### src/rtl/pm_cfg_pkg.sv
package pm_cfg_pkg;

   localparam int NFIELD = 5;
   localparam int LEN_W  = 5;

   // field indices, also the bit order of xlen32
   localparam int F_M  = 0;
   localparam int F_S  = 1;
   localparam int F_U  = 2;
   localparam int F_VS = 3;
   localparam int F_VU = 4;

   typedef enum logic [1:0] {
      PM_OFF   = 2'b00,
      PM_RSVD  = 2'b01,
      PM_TOP7  = 2'b10,
      PM_TOP16 = 2'b11
   } pm_mode_e;

   // guest translation scheme codes
   localparam logic [3:0] G_SV48X4 = 4'd9;
   localparam logic [3:0] G_SV57X4 = 4'd10;

   function automatic logic [LEN_W-1:0] pm_len(input logic [1:0] m);
      logic [LEN_W-1:0] r;
      case (pm_mode_e'(m))
         PM_TOP7:  r = LEN_W'(7);
         PM_TOP16: r = LEN_W'(16);
         default:  r = '0;
      endcase
      return r;
   endfunction

   function automatic logic pm_legal(input logic [1:0] m, input logic [1:0] sup);
      logic ok;
      case (pm_mode_e'(m))
         PM_OFF:   ok = 1'b1;
         PM_TOP7:  ok = sup[0];
         PM_TOP16: ok = sup[1];
         default:  ok = 1'b0;
      endcase
      return ok;
   endfunction

   // a setting that masks into the guest-physical width of the scheme
   function automatic logic pm_gpa_hit(input logic [1:0] m, input logic [3:0] g);
      logic hit;
      hit = 1'b0;
      if (g == G_SV57X4 && m != 2'b00) hit = 1'b1;
      if (g == G_SV48X4 && m == 2'b11) hit = 1'b1;
      return hit;
   endfunction

endpackage

### src/rtl/pm_mode_field.sv
module pm_mode_field
   import pm_cfg_pkg::*;
#(
   parameter logic [1:0] SUP  = 2'b11,
   parameter bit         RV32 = 1'b0
) (
   input  logic       clk,
   input  logic       rst_n,
   input  logic       wr_hit,
   input  logic [1:0] wval,
   input  logic       narrow,
   output logic [1:0] mode_q,
   output logic [1:0] mode_d
);

   if (RV32) begin : g_tied
      logic unused_tied;
      assign unused_tied = ^{clk, rst_n, wr_hit, wval, narrow};
      assign mode_q = 2'b00;
      assign mode_d = 2'b00;
   end else begin : g_reg
      logic [1:0] q;

      always_comb begin
         mode_d = q;
         if (narrow) begin
            mode_d = 2'b00;
         end else if (wr_hit && pm_legal(wval, SUP)) begin
            mode_d = wval;
         end
      end

      always_ff @(posedge clk or negedge rst_n) begin
         if (!rst_n) q <= 2'b00;
         else        q <= mode_d;
      end

      assign mode_q = q;
   end

endmodule

### src/rtl/pm_read_mux.sv
module pm_read_mux
   import pm_cfg_pkg::*;
#(
   parameter int ADDR_W = 12,
   parameter int DW     = 64,
   parameter logic [NFIELD-1:0][ADDR_W-1:0] FADDR = '0,
   parameter logic [NFIELD-1:0][7:0]        FLSB  = '0
) (
   input  logic [ADDR_W-1:0]      addr,
   input  logic [NFIELD-1:0][1:0] fields,
   output logic [DW-1:0]          rdata
);

   always_comb begin
      rdata = '0;
      for (int i = 0; i < NFIELD; i++) begin
         if (addr == FADDR[i]) begin
            rdata[FLSB[i] +: 2] = fields[i];
         end
      end
   end

endmodule

### src/rtl/pm_fence_detect.sv
module pm_fence_detect
   import pm_cfg_pkg::*;
(
   input  logic       clk,
   input  logic       rst_n,
   input  logic [1:0] cur,
   input  logic [1:0] nxt,
   input  logic [3:0] gmode,
   output logic       fence_req
);

   logic need;

   always_comb begin
      need = (cur != nxt) && (pm_gpa_hit(cur, gmode) || pm_gpa_hit(nxt, gmode));
   end

   always_ff @(posedge clk or negedge rst_n) begin
      if (!rst_n) fence_req <= 1'b0;
      else        fence_req <= need;
   end

endmodule

### src/rtl/pm_cfg_fields.sv
module pm_cfg_fields
   import pm_cfg_pkg::*;
#(
   parameter int          ADDR_W     = 12,
   parameter int          DW         = 64,
   parameter bit          RV32       = 1'b0,
   parameter int          ENV_LSB    = 32,
   parameter int          HS_LSB     = 48,
   parameter logic [11:0] ADDR_MSEC  = 12'h747,
   parameter logic [11:0] ADDR_MENV  = 12'h30A,
   parameter logic [11:0] ADDR_SENV  = 12'h10A,
   parameter logic [11:0] ADDR_HENV  = 12'h60A,
   parameter logic [11:0] ADDR_HSTAT = 12'h600,
   parameter logic [1:0]  SUP_M      = 2'b11,
   parameter logic [1:0]  SUP_S      = 2'b11,
   parameter logic [1:0]  SUP_U      = 2'b11,
   parameter logic [1:0]  SUP_VS     = 2'b11,
   parameter logic [1:0]  SUP_VU     = 2'b11
) (
   input  logic              clk,
   input  logic              rst_n,
   input  logic              csr_we,
   input  logic [ADDR_W-1:0] csr_addr,
   input  logic [DW-1:0]     csr_wdata,
   output logic [DW-1:0]     csr_rdata,
   input  logic [4:0]        xlen32,
   input  logic [3:0]        gstage_mode,
   output logic [4:0]        mlen_m,
   output logic [4:0]        mlen_s,
   output logic [4:0]        mlen_u,
   output logic [4:0]        mlen_vs,
   output logic [4:0]        mlen_vu,
   output logic              gpa_fence_req
);

   localparam logic [NFIELD-1:0][ADDR_W-1:0] FADDR = {
      ADDR_W'(ADDR_HSTAT), ADDR_W'(ADDR_HENV), ADDR_W'(ADDR_SENV),
      ADDR_W'(ADDR_MENV),  ADDR_W'(ADDR_MSEC)};
   localparam logic [NFIELD-1:0][7:0] FLSB = {
      8'(HS_LSB), 8'(ENV_LSB), 8'(ENV_LSB), 8'(ENV_LSB), 8'(ENV_LSB)};
   localparam logic [NFIELD-1:0][1:0] FSUP = {SUP_VU, SUP_VS, SUP_U, SUP_S, SUP_M};

   if (ENV_LSB + 2 > DW || HS_LSB + 2 > DW) begin : g_bad_lsb
      $error("pm_cfg_fields: a field does not fit in the data word");
   end
   if (ADDR_W < 1 || ADDR_W > 12) begin : g_bad_addr
      $error("pm_cfg_fields: ADDR_W out of range");
   end
   if (ENV_LSB == HS_LSB && ADDR_HENV == ADDR_HSTAT) begin : g_bad_overlap
      $error("pm_cfg_fields: two fields overlap");
   end

   logic [NFIELD-1:0][1:0] f_q;
   logic [NFIELD-1:0][1:0] f_d;
   logic [NFIELD-1:0][LEN_W-1:0] f_len;

   for (genvar g = 0; g < NFIELD; g++) begin : g_field
      logic hit;
      assign hit = csr_we && (csr_addr == FADDR[g]);

      pm_mode_field #(
         .SUP  (FSUP[g]),
         .RV32 (RV32)
      ) u_field (
         .clk    (clk),
         .rst_n  (rst_n),
         .wr_hit (hit),
         .wval   (csr_wdata[FLSB[g] +: 2]),
         .narrow (xlen32[g]),
         .mode_q (f_q[g]),
         .mode_d (f_d[g])
      );

      assign f_len[g] = pm_len(f_q[g]);
   end

   logic unused_wdata;
   assign unused_wdata = ^{csr_wdata, f_d[F_M], f_d[F_S], f_d[F_U], f_d[F_VU]};

   pm_read_mux #(
      .ADDR_W (ADDR_W),
      .DW     (DW),
      .FADDR  (FADDR),
      .FLSB   (FLSB)
   ) u_rd (
      .addr   (csr_addr),
      .fields (f_q),
      .rdata  (csr_rdata)
   );

   pm_fence_detect u_fence (
      .clk       (clk),
      .rst_n     (rst_n),
      .cur       (f_q[F_VS]),
      .nxt       (f_d[F_VS]),
      .gmode     (gstage_mode),
      .fence_req (gpa_fence_req)
   );

   assign mlen_m  = f_len[F_M];
   assign mlen_s  = f_len[F_S];
   assign mlen_u  = f_len[F_U];
   assign mlen_vs = f_len[F_VS];
   assign mlen_vu = f_len[F_VU];

endmodule

### config.mk
export PLATFORM = sky130hd
export DESIGN_NAME = pm_cfg_fields
export DESIGN_NICKNAME = d
export VERILOG_FILES = /design/src/rtl/pm_cfg_pkg.sv /design/src/rtl/pm_mode_field.sv /design/src/rtl/pm_read_mux.sv /design/src/rtl/pm_fence_detect.sv /design/src/rtl/pm_cfg_fields.sv
export SDC_FILE = /design/constraint.sdc
export NUM_CORES = 1
export LEC_CHECK = 0
export CAP_MARGIN = 30
export CORE_MARGIN = 4
export CORE_UTILIZATION = 30
export CTS_CLUSTER_SIZE = 24
export DETAILED_ROUTE_END_ITERATION = 16
export DONT_BUFFER_PORTS = 1
export PLACE_DENSITY = 0.52
export SLEW_MARGIN = 5
export SYNTH_ARGS = -nofsm -noshare
export SYNTH_HDL_FRONTEND = slang
export SYNTH_SLANG_ARGS = --single-unit
### constraint.sdc
create_clock -name clk -period 4.2 [get_ports clk]
set_input_delay 0.84 -clock clk [delete_from_list [all_inputs] [get_ports clk]]
set_output_delay 0.84 -clock clk [all_outputs]
set_load 0.01 [all_outputs]
==> out/metrics.cfg <==
[floorplanning]
core_area_sq_um=4474
die_x_um=77.05
io_pins=178
rows=24
initial_core_util=0.3196
die_h_um=77.05
die-area_sq_um=5936

[grt]
grt_pass1_wl_um=4326
grt_overflow=0
antenna_found_initial=0
grt_max_degree=13
grt.total_usage=0.08930
grt_pass1_vias=865

[sta]
setup_viol_count_final=0
finalCriticalPeriod_ns=3.137
rsz0062_at_grt=no
max_slew.worst_pin.slew_ns=0.6954
layout_worst_path_cycle_share=0.7469
tns_ns=0
fmax_mhz=318.8
final_hold_viol_count=0
fin_worst_skew_ns=0.00004879
relSlewSlack=0.5354
finalMaxSlewViolations=0

[worst_setup_path]
crit_start=csr_addr[7]
slowest_delay_ns=0.64
r2r_slack_ns=2.57
rr_worst_depth=4
crit_arrival_ns=2.30
required_ns=3.36
cp_max_fo=6
critPathSlowestCell=or4_1
worstReg2RegEnd=u_fence.fence_req
crit_path_cell_trace=or3_4, or4_1, o22ai_1, a22o_1
start_kind=primary input
end_kind=primary output
reg2reg_from=g_field[3].u_field.mode_q[1]
critical_path_class=primary input to primary output

[synthesis]
avgSynthCellArea_sq_um=7.858
netlist_area_sq_um=1430
synthArstFlopShare=1.000
seq_area_frac_synth=0.1925
ys_types=36
yosys_warnings=0
synth_seq_cells=11
synth_cells=182
synth_edf_count=0
synth_flop_cell=dfrtp_1

[min_path]
hold_path.class=primary input to async pin

[routing]
drtAntennaViolNets=0
wl_per_cell_um=12.85
drt-initial-drc-count=36
drt-pass1-iter-count=4
drc_errors=0
vias=982
viasPerCell=4.384
finalWirelength_um=2878

[cells_and_area]
final_cell_mix=65 x conb_1, 11 x dfrtp_1, 9 x inv_1, 9 x nor2_1, 9 x a21oi_1
diodes=0
drive_above_1_share=0.04651
n_fill_cell=495
nNetsFinal=261
final_common_cell=conb_1
syn_to_final_growth_pct=-15.75

[pwr]
p_comb_frac=0.168
p_leak_nw=0.5440
p_clk_frac=0.414
netSwitchingPower_mw=0.07330
powerDensity_nw_per_um2=211.2
total_power_mw=0.2544
ir_drop_mv=0.06591
internal-power_mw=0.1811
sw_frac_of_total=0.2881
pwr-share-seq=0.418

[clocking]
insertion_delay_ns=0.23
ctsHoldBuffers=0
ctsResizeCount=0
numClockSinks=11
clock-root-buffer=clkbuf_8
h-tree-depth=1
postCtsSetupRepairBufs=0
cts_tree=built
clk_pin_slew_worst_paths_ns=0.05
clock_path_buffers=2
numCtsBuffers=3

[place]
globalplace.congestion=0.7975
numPortBuffers=0
hpwl_um=2432

[run_status]
status=finished clean

[job]
maxCapViolations=0

==> cells in the mapped netlist (3+ instances only) <==
cell type	n	area, sq um
a21oi_1	9	45.04
and2_1	6	37.54
buf_4	75	563.0
dfrtp_1	11	275.3
inv_1	9	33.78
mux2i_1	3	30.03
nand2b_1	6	37.54
nand3b_1	5	37.54
nand4_1	3	18.77
nor2_1	9	33.78
nor2b_1	4	25.02
nor3_1	4	20.02
o21ai_0	5	25.02
o31ai_1	3	22.52
==> registers in the layout (all words and copies together), names as in the netlist <==
| signal | count |
|---|---|
| u_fence.fence_req | 1 |
| g_field.u_field.mode_q | 10 |
==> kinds of logic after synthesis <==
family / after synthesis / share of synthesized area
AND/OR/NAND/NOR: 50 / 0.2196
flip-flops: 11 / 0.1925
multiplexers: 3 / 0.02100
buffers and inverters: 87 / 0.4261
other: 1 / 0.002622
XOR/XNOR: 1 / 0.006125
AO/OA/AOI/OAI: 29 / 0.1321
==> power groups by stage <==
stage          combinational [mW]  sequential (mW)  clock [mW]
6_report                   0.0428            0.106       0.105
5_1_grt                    0.0477            0.106       0.117
4_1_cts                    0.0409            0.106       0.111
3_5_place_dp               0.0408            0.108           0
3_3_place_gp               0.0408            0.108           0
2_1_floorplan              0.0859            0.108           0
==> stage by stage <==
stage	hold slack, ns	worst slack, ns	area [sq um]	util	cells
final	0.2949	1.063	1205	0.2693	224
after global routing	0.2795	0.9899	1205	0.2693	224
after CTS	0.2887	1.060	1205	0.2693	224
after detailed placement	0.5448	1.066	1160	0.2592	220
after global placement	0.5447	1.053	1160	0.2592	220
after floorplan	0.5168	1.181	1670	-	246
==> critical path, delay by kind of cell <==
family          cells  cell delay [ns]
compound gates      2             0.43
simple gates        2             1.03
==> per-layer routing <==
| layer | wire length (um) | global-route usage | part of all wire | vias to the layer above |
|---|---|---|---|---|
| li1 | - | - | - | 464 |
| met1 | 1207 | 0.1127 | 0.42 | 454 |
| met2 | 1362 | 0.1516 | 0.47 | 62 |
| met3 | 304 | 0.02927 | 0.11 | 2 |
| met4 | 4 | 0.01246 | 0.0014 | 0 |
| met5 | 0 | 0 | 0 | - |
==> worst max-delay path by stage <==
stage                                to  cells after the start
after floorplan           csr_rdata[33]                      5
after global placement    csr_rdata[33]                      4
after detailed placement  csr_rdata[33]                      4
after CTS                 csr_rdata[33]                      4
after global routing      csr_rdata[33]                      4
final                     csr_rdata[33]                      4
==> layout make-up <==
cell class	count	area, sq um	share of cell area
multi-input cells	148	785.8	0.6521
flip-flops and latches	11	275.3	0.2285
clock buffers	4	45.04	0.03738
well taps	52	65.06	0.05400
inverters	9	33.78	0.02804
No activity file was read; power rests on OpenSTA's default activity.
